`src/rtl/odio_bank.sv`:
```
module odio_bank #(
  parameter int NPORT = 6,
  parameter int PW    = 8,
  parameter int AW    = 4
) (
  input  logic                clk,
  input  logic                rst_n,
  input  logic [AW-1:0]       addr,
  input  logic                wr_en,
  input  logic [PW-1:0]       wdata,
  output logic [PW-1:0]       rdata,
  input  logic [NPORT-1:0]    port_lock,
  input  logic [NPORT*PW-1:0] pad_in,
  output logic [NPORT*PW-1:0] pad_out,
  output logic [NPORT*PW-1:0] pad_oe
);
  localparam int NLINE = NPORT * PW;

  logic [NLINE-1:0] latch_q;
  logic [NLINE-1:0] meta_q;
  logic [NLINE-1:0] sync_q;

  assign pad_oe  = latch_q;
  assign pad_out = '0;

  always_ff @(posedge clk) begin
    meta_q <= pad_in;
    sync_q <= meta_q;
  end

  genvar p;
  generate
    for (p = 0; p < NPORT; p++) begin : g_port
      logic hit;
      assign hit = wr_en && (addr == AW'(p)) && !port_lock[p];

      always_ff @(posedge clk) begin
        if (!rst_n)   latch_q[p*PW +: PW] <= '0;
        else if (hit) latch_q[p*PW +: PW] <= wdata;
      end

      a_r2_write_lands: assert property (@(posedge clk) disable iff (!rst_n)
        (wr_en && addr == AW'(p) && !port_lock[p]) |=> pad_oe[p*PW +: PW] == $past(wdata));

      a_r4_locked_hold: assert property (@(posedge clk) disable iff (!rst_n)
        (wr_en && addr == AW'(p) && port_lock[p]) |=> $stable(pad_oe[p*PW +: PW]));

      a_r8_others_hold: assert property (@(posedge clk) disable iff (!rst_n)
        !(wr_en && addr == AW'(p)) |=> $stable(pad_oe[p*PW +: PW]));

      a_r6_read_inverted: assert property (@(posedge clk) disable iff (!rst_n)
        (addr == AW'(p)) |-> rdata == ~$past(pad_in[p*PW +: PW], 2));
    end
  endgenerate

  always_comb begin
    rdata = '0;
    for (int i = 0; i < NPORT; i++)
      if (addr == AW'(i)) rdata = ~sync_q[i*PW +: PW];
  end

  a_r5_bad_addr_hold: assert property (@(posedge clk) disable iff (!rst_n)
    (wr_en && addr >= AW'(NPORT)) |=> $stable(pad_oe));

  a_r7_bad_addr_zero: assert property (@(posedge clk) disable iff (!rst_n)
    (addr >= AW'(NPORT)) |-> rdata == '0);

  a_r3_drive_low: assert property (@(posedge clk) disable iff (!rst_n)
    pad_out == '0);

  a_r1_reset_clear: assert property (@(posedge clk)
    !rst_n |=> pad_oe == '0);
endmodule

```
`config.mk`:
```
export PLATFORM = sky130hd
export DESIGN_NAME = odio_bank
export DESIGN_NICKNAME = d
export VERILOG_FILES = /design/src/rtl/odio_bank.sv
export SDC_FILE = /design/constraint.sdc
export NUM_CORES = 1
export LEC_CHECK = 0
export BUFFER_PORTS_ARGS = -buffer_cell sky130_fd_sc_hd__clkbuf_2
export CAP_MARGIN = 25
export CORE_UTILIZATION = 54
export CTS_BUF_LIST = sky130_fd_sc_hd__clkbuf_2
export CTS_CLUSTER_DIAMETER = 100
export DETAILED_ROUTE_END_ITERATION = 16
export PLACE_DENSITY = 0.95
export SETUP_SLACK_MARGIN = 0.3
export SKIP_LAST_GASP = 1
export SLEW_MARGIN = 20
export SYNTH_ARGS = -nofsm -noshare
export SYNTH_HDL_FRONTEND = slang
export SYNTH_SLANG_ARGS = --single-unit
```
`constraint.sdc`:
```
create_clock -name clk -period 3.1 [get_ports clk]
set_input_delay 0.62 -clock clk [delete_from_list [all_inputs] [get_ports clk]]
set_output_delay 0.62 -clock clk [all_outputs]
set_load 0.1 [all_outputs]
```
Word-level counts from Yosys, hierarchy flattened
Index checks and enable logic that the tools add are counted.
W data, S select, Z words.
- bits in registers: 144
- bits of input ports: 69
- output and inout bits: 104
- word-level logic and storage cells: 44
- eq/ne operators: 5
- mux-type cells: 6
- bitwise logic cells: 6
- reductions and logical operators: 19
- operator list (operator ; count):
    $mux W8 ; 6
    $not A8 Y8 ; 6
    $logic_and A1 B1 Y1 ; 12
    $eq A4 B2 Y1 const B ; 2
    $eq A4 B3 Y1 const B ; 2
    $logic_not A1 Y1 ; 6
    $eq A4 B1 Y1 const B ; 1
    $logic_not A4 Y1 ; 1

Longest topological paths before layout
Gate-level depths: netlist (run 1).
- word-level depth: 7
- depth in mapped cells: 6
- mapped depth without buffers: 4

Worst setup path after synthesis (run 1)
OpenSTA, ideal clock, no wires.
- kind: input to output
- start point: in addr[1]
- end point: out rdata[1]
- data arrival time: 2965 ps
- path slack: -485 ps
- stages: 5
- buffers on the path: 1
- path through: buf_2 -> or4_1 -> nor2_1 -> a221oi_1 -> o22ai_1
- word-level cells in the longest chain between the ends: 7
- elaborated cells between the ends (all ways): 12
- those cells by class: eq/ne (5); mux (6); reduce/logical (1)
- ends and longest elaborated chain (what ; RTL line ; RTL):
    from (decl) ; 8 ; input logic [AW-1:0] addr,
    $logic_not A4 Y1 ; 59 ; if (addr == AW'(i)) rdata = ~sync_q[i*PW +: PW];
    $mux W8 (5 in a row) ; 59 ;
    $mux W8 (*) ; 59 ;
    to (decl) ; 11 ; output logic [PW-1:0] rdata,
Every way passes the cells marked *; elsewhere a longest branch is shown, timed or not.

Final worst setup path (run 1)
Ends and elaborated chain as after synthesis.

==> results by group, run 1 <==
Die
  – IO Count: 173
  – Die height: 94.4 microns
  – Core Rows: 33
  – Initial core utilization: 56.1%
  – Core area: just over 8000 sq um
  – Die width: 94.4 microns
  – Area of the die: 8900 sq um

Synthesis
  – Synth top area share: 62.6%
  – Yosys top cell by area: dfxtp_1
  – Post-synth cell types: 29
  – Flops & latches, synth: 144
  – Number of synthesized flops with an enable pin: 0
  – Prevailing post-synth register cell: dfxtp_1
  – Post-synth ARST share: 0%
  – Post-synthesis sequential area ratio: 62.6%
  – Synth area leaders: dfxtp_1 (63%), mux2i_1 (12%), buf_4 (8.1%)
  – Top-count cell post-synth: dfxtp_1
  – Post-Syn Area: 4610 sq um
  – Post-synth top cells: dfxtp_1 (144), mux2i_1 (54), buf_4 (50), nor2b_1 (50), nor2_1 (9)
  – Synth Instances: 377
  – Post-synthesis average cell area: 12.2 sq um
  – YS warnings: 0

STA
  – Hold_ws: 0.0602 ns
  – Period Utilization, post-route: approximately nine tenths
  – Max-slew violation count: 0
  – Worst rel slew slack: 52.7%
  – Setup violators final: 0
  – Fmax achieved: 360 MHz
  – Setup TNS: 0 ns
  – Worst slew pin tran: 0.707 ns
  – Final Hold Fails: 0
  – Clk_skew: 0.0354 ns
  – Final min period: approximately 2.8 ns
  – RSZ-0062 raised after global routing: no

Worst setup path
  – WS Path Type: primary input to output port
  – CP max FO: 16
  – Setup slack, reg-to-reg: between 2 and 2.5 ns
  – Worst Path Required: 2.48 ns
  – Startpoint Class: primary input
  – Arr. time, crit path: 2.16 ns
  – Worst Setup End Kind: output port

Global routing
  – Overall Global Routing Usage: roughly 25%
  – GRT overflow: 0
  – Antenna violations before repair: 0
  – First-pass GRT wire length: 16.1 mm
  – Vias in the first global route: 3158
  – Pin count of the biggest net entering global routing: 49

Power
  – Clock power share: 29.6%
  – Internal: 0.00240 W
  – Sw Pwr: 0.00125 W
  – Pleak: 2.92 nW
  – Power Density: between 600 and 700 nW/um^2
  – Max VDD drop: around 0.00052 V
  – Sw frac: 34.3%
  – Combinational share of power: 16.7%
  – Sequential power share: 53.7%

CTS
  – H-tree depth: 4
  – TritonCTS buffer count: 17
  – Clock sinks: between 100 and 150
  – Setup bufs post-CTS: 0
  – CTS max path bufs: 2
  – Worst skew pair latency: approximately 0.7 ns
  – CTS clk-pin slew, worst paths: 0.23 ns
  – Clock Root Buffer: clkbuf_2
  – CTS tree: built

Final layout
  – Area Overhead vs Synth: 30.6%
  – Fill cells: 505
  – Antenna cells: 0
  – Layout cell share with drive strength beyond 1: 30.4%
  – Area taken by multi-input logic gates: ~1500 sq um
  – Sequential standard cell area: 2880 sq um
  – Nets@finish: 621

Routing
  – Initial DRT Pass Iterations: 6
  – Vias per inst: between 5 and 6
  – Vias: 3413
  – DR iter-0 viols: 220
  – Final routed DRC violation total: 0
  – Final ANT Viol Nets: 0
  – WL final: approximately 12 mm
  – Wire length per cell: between 15 and 20 microns

Job
  – Max_cap viols: 0

Placed design
  – HPWL Detailed: 7.07 mm
  – Number of I/O port buffers: 124
  – GP Congestion: 0.913

Min path
  – Min-delay worst type: primary input to flop

Run status
  – Status: finished clean
[critical path, stage by stage]
cell and delay, ns:
buf_2 0.28, buf_4 0.23, nand2b_1 0.13, o21ai_0 0.37
a221oi_2 0.13, o22ai_2 0.19, buf_12 0.20
[layout by cell type, fill, tap and decap left out, types with 2 or more instances in the layout]
master / instances
mux2i_1: 54
buf_4: 3
o21ai_0: 8
inv_6: 2
clkbuf_2: 131
conb_1: 48
o32ai_1: 2
inv_8: 4
dfxtp_1: 144
a221oi_2: 2
dlygate4sd3_1: 46
nor2b_1: 50
buf_12: 8
buf_2: 2
a221oi_1: 2
nor2_1: 8
clkinv_4: 5
nand2b_1: 3
or4_1: 2
or4b_1: 2
a22oi_1: 3
o21a_1: 7
inv_1: 2
nor4_1: 2
o22ai_2: 6
a32oi_1: 2
[power by group through the flow]
stage	sequential (W)	clock, W	combinational, W
3_5_place_dp	0.00199	0	0.000546
3_3_place_gp	0.00198	0	0.000536
2_1_floorplan	0.00201	0	0.000445
5_1_grt	0.00196	0.00117	0.000629
6_report	0.00196	0.00108	0.000610
4_1_cts	0.00195	0.00106	0.000564
[metal layers]
metal / share of wire [%] / routed length (microns) / GRT usage [%]
met1: 36 / 4420 / 25.7
met2: 52 / 6370 / 45.5
met3: 6.7 / 823 / 8.94
met4: 5.7 / 700 / 12.7
met5: 0 / 0 / 0
[per-stage QoR]
stage                     total power (W)  utilization, %  cell area, sq um  worst slack (ns)  cells
after floorplan                   0.00245               -              4840             0.180    424
after global placement            0.00252            64.4              5300             0.308    592
after detailed placement          0.00253            64.4              5300             0.215    592
after CTS                         0.00358            69.3              5700             0.295    640
after global routing              0.00377            73.2              6020             0.254    670
final                             0.00365            73.2              6020             0.320    670
[final cells by class]
cell class              count  share of cell area, %
repair buffers            173                   20.3
clock buffers              17                   1.41
flip-flops and latches    144                   47.9
well taps                 105                   2.18
inverters                   2                  0.125
clock inverters            15                   2.54
multi-input cells         214                   25.5
[what timing repair did]
item | 4_1_cts | 5_1_grt
hold endpoints to repair | 16 | 30
resized for setup | 1 | 6
hold buffers | 16 | 30
setup endpoints to repair | 1 | 3
[worst paths after layout]
| check | from | cells past startpoint | to |
|---|---|---|---|
| hold / removal | pad_in[32] | 1 | meta_q[32] |
| setup reg to reg | pad_oe[38] | 2 | pad_oe[38] |
| setup / recovery | addr[1] | 7 | rdata[1] |
| hold reg to reg | meta_q[36] | 0 | sync_q[36] |
[logic make-up (layout without fill, tap and decap cells)]
kind of cell	after synthesis	after routing	share of synthesized area [%]
DFF	144	144	62.6
and+or+nand+nor	76	76	10.5
buffers and inverters	66	207	9.61
muxes	54	54	11.7
AOI/OAI and AO/OA	36	36	5.54
other	1	48	0.0814
[registers in the layout, summed over array words and instances (netlist names)]
| signal | flops |
|---|---|
| sync_q | 48 |
| meta_q | 48 |
| pad_oe | 48 |
(Power assumes the default switching activity.)
==> run 2, diff against run 1 <==
- clock period: 3.1 -> 3.45 ns (I/O delays scaled with it)
==> results by group, run 2 (synthesized netlist as in run 1, its figures left out) <==
Die
  – Die height: 94.4 microns (unchanged)
  – Initial core utilization: 56.1% (unchanged)
  – Core area: 8220 sq um (unchanged)
  – Area of the die: 8900 sq um (unchanged)
  – IO Count: 173 (unchanged)
  – Die width: 94.4 microns (unchanged)
  – Core Rows: 33 (unchanged)

Worst setup path
  – Family with the most delay on the worst path: simple AND/OR/NAND/NOR gates
  – Worst Setup End Kind: output port
  – R2R depth: 2 (unchanged)
  – CP Depth: 6 (-1)
  – Startpoint Class: primary input
  – Worst Path Buf+Inv: 2 (-1)
  – Worst-path cell chain: clkbuf_2 > or4_1 > nor2_1 > a221o_1 > a32o_1 > clkbuf_2
  – Arr. time, crit path: 2.38 ns (+0.22 ns)
  – Worst Path Required: 2.76 ns (+0.28 ns)
  – WS Path Type: primary input to output port
  – Slowest Stage Delay on Critical Path: 0.63 ns (+0.26 ns)
  – CP max FO: 13 (-3)
  – Critical-path top delay cell: or4_1
  – Most numerous cell on the critical path: clkbuf_2

Routing
  – Final routed DRC violation total: 0 (unchanged)
  – Wire length per cell: 15.4 microns (-16%)
  – Final ANT Viol Nets: 0 (unchanged)
  – Initial DRT Pass Iterations: 4 (-2)
  – Vias: 3045 (-11%)
  – DR iter-0 viols: 137 (-38%)
  – Vias per inst: 4.88 (-4.2%)
  – WL final: 9.61 mm (-22%)

STA
  – Final Hold Fails: 0 (unchanged)
  – Clk_skew: 0.0227 ns (-0.0127 ns)
  – Post-route setup slack: 0.375 ns (+0.0555 ns)
  – Worst slew pin tran: 0.716 ns (+0.00901 ns)
  – Fmax achieved: about 330 MHz
  – Period Utilization, post-route: 89.1%
  – Setup TNS: 0 ns (unchanged)
  – Worst rel slew slack: 52.3% (-0.46 points)
  – Final min period: 3.07 ns
  – Setup violators final: 0 (unchanged)
  – RSZ-0062 raised after global routing: no
  – Max-slew violation count: 0 (unchanged)

Global routing
  – Pin count of the biggest net entering global routing: 49 (unchanged)
  – Antenna violations before repair: 0 (unchanged)
  – GRT overflow: 0 (unchanged)
  – Overall Global Routing Usage: 22.5% (-2.7 points)
  – Vias in the first global route: 3020 (-4.4%)
  – First-pass GRT wire length: 14.7 mm (-8.6%)

Final layout
  – Layout cell share with drive strength beyond 1: 32.6% (+2.1 points)
  – Final std cells w/o fill: 624 (-6.9%)
  – Commonest cells after routing, fill and taps aside: dfxtp_1 (144), clkbuf_2 (141), mux2i_1 (54)
  – Area Overhead vs Synth: 17.7%
  – Nets@finish: 575 (-7.4%)
  – Antenna cells: 0 (unchanged)
  – Most common cell after layout, fill and taps aside: dfxtp_1
  – Fill cells: 615 (+22%)

CTS
  – H-tree depth: 4 (unchanged)
  – Hold buffers post-CTS: 0 (-16)
  – Clock Root Buffer: clkbuf_2
  – CTS tree: built
  – PostCTS Resize Cnt: 0 (-1)
  – Setup bufs post-CTS: 0 (unchanged)
  – Clock sinks: 144 (unchanged)
  – Worst skew pair latency: 0.64 ns (-0.06 ns)
  – CTS clk-pin slew, worst paths: 0.23 ns (about the same)
  – CTS max path bufs: 2 (unchanged)
  – TritonCTS buffer count: 17 (unchanged)

Placed design
  – HPWL Detailed: 6.94 mm (-1.8%)
  – Placed cell count: 592 (unchanged)
  – Number of I/O port buffers: 124 (unchanged)
  – GP Congestion: 0.824 (-9.7%)
  – Post-Place Setup Slack: 0.357 ns (+0.142 ns)

Power
  – Pleak: 2.70 nW (-7.5%)
  – Max VDD drop: 0.000429 V (-17%)
  – Power Density: 593 nW/um^2 (-2.1%)

Min path
  – Min-delay worst type: primary input to flop
  – Min-Delay Path Depth: 1 (unchanged)

Run status
  – Status: finished clean

Job
  – Max_cap viols: 0 (unchanged)
run 2: cell types whose count changed in the layout (fill, tap and decap cells not counted), sizes merged:
cell and delta:
buf -10, bufinv +1, clkbuf +10, clkinv -4
clkinvlp -1, dlygate4sd3 -46, inv +4
run 2: final timing paths:
kind | startpoint | endpoint | slack [ns]
worst max-delay path | addr[0] | rdata[6] | 0.38
worst max register to register | pad_oe[25] | pad_oe[25] | 2.77
worst min register to register | meta_q[40] | sync_q[40] | 0.34
worst min-delay path | pad_in[4] | meta_q[4] | 0.12
run 2: final cells by class:
type	instances	area (sq um)	share of cell area [%]
tap	105	131	2.42
multi-input combinational	214	1500	27.7
inverter	2	7.51	0.138
timing repair buffer	127	643	11.9
sequential	144	2880	53.1
clock inverter	15	170	3.14
clock buffer	17	85.1	1.57
run 2: routing by layer:
| layer | vias up | wire [microns] | GRT usage (%) |
|---|---|---|---|
| met1 | 1423 | 3700 | 24.4 |
| li1 | 1442 | - | - |
| met5 | - | 0 | 0 |
| met4 | 0 | 279 | 11.2 |
| met2 | 156 | 5080 | 40.3 |
| met3 | 24 | 555 | 5.96 |
run 2: power breakdown:
| group | leakage [nW] | switching (W) | internal [W] |
|---|---|---|---|
| clock | 0.160 | 0.000643 | 0.000361 |
| sequential | 1.20 | 0.0000224 | 0.00173 |
| combinational | 1.34 | 0.000388 | 0.0000738 |
| total | 2.70 | 0.00105 | 0.00217 |
run 2: per-stage QoR:
stage / area, sq um / total power [W] / utilization, % / hold slack, ns
6_report: 5420 / 0.00322 / 66.0 / 0.121
5_1_grt: 5420 / 0.00334 / 66.0 / 0.0333
4_1_cts: 5420 / 0.00324 / 66.0 / 0.0732
3_5_place_dp: 5170 / 0.00224 / 62.9 / 0.312
3_3_place_gp: 5170 / 0.00223 / 62.9 / 0.312
2_1_floorplan: 4830 / 0.00220 / - / 0.310
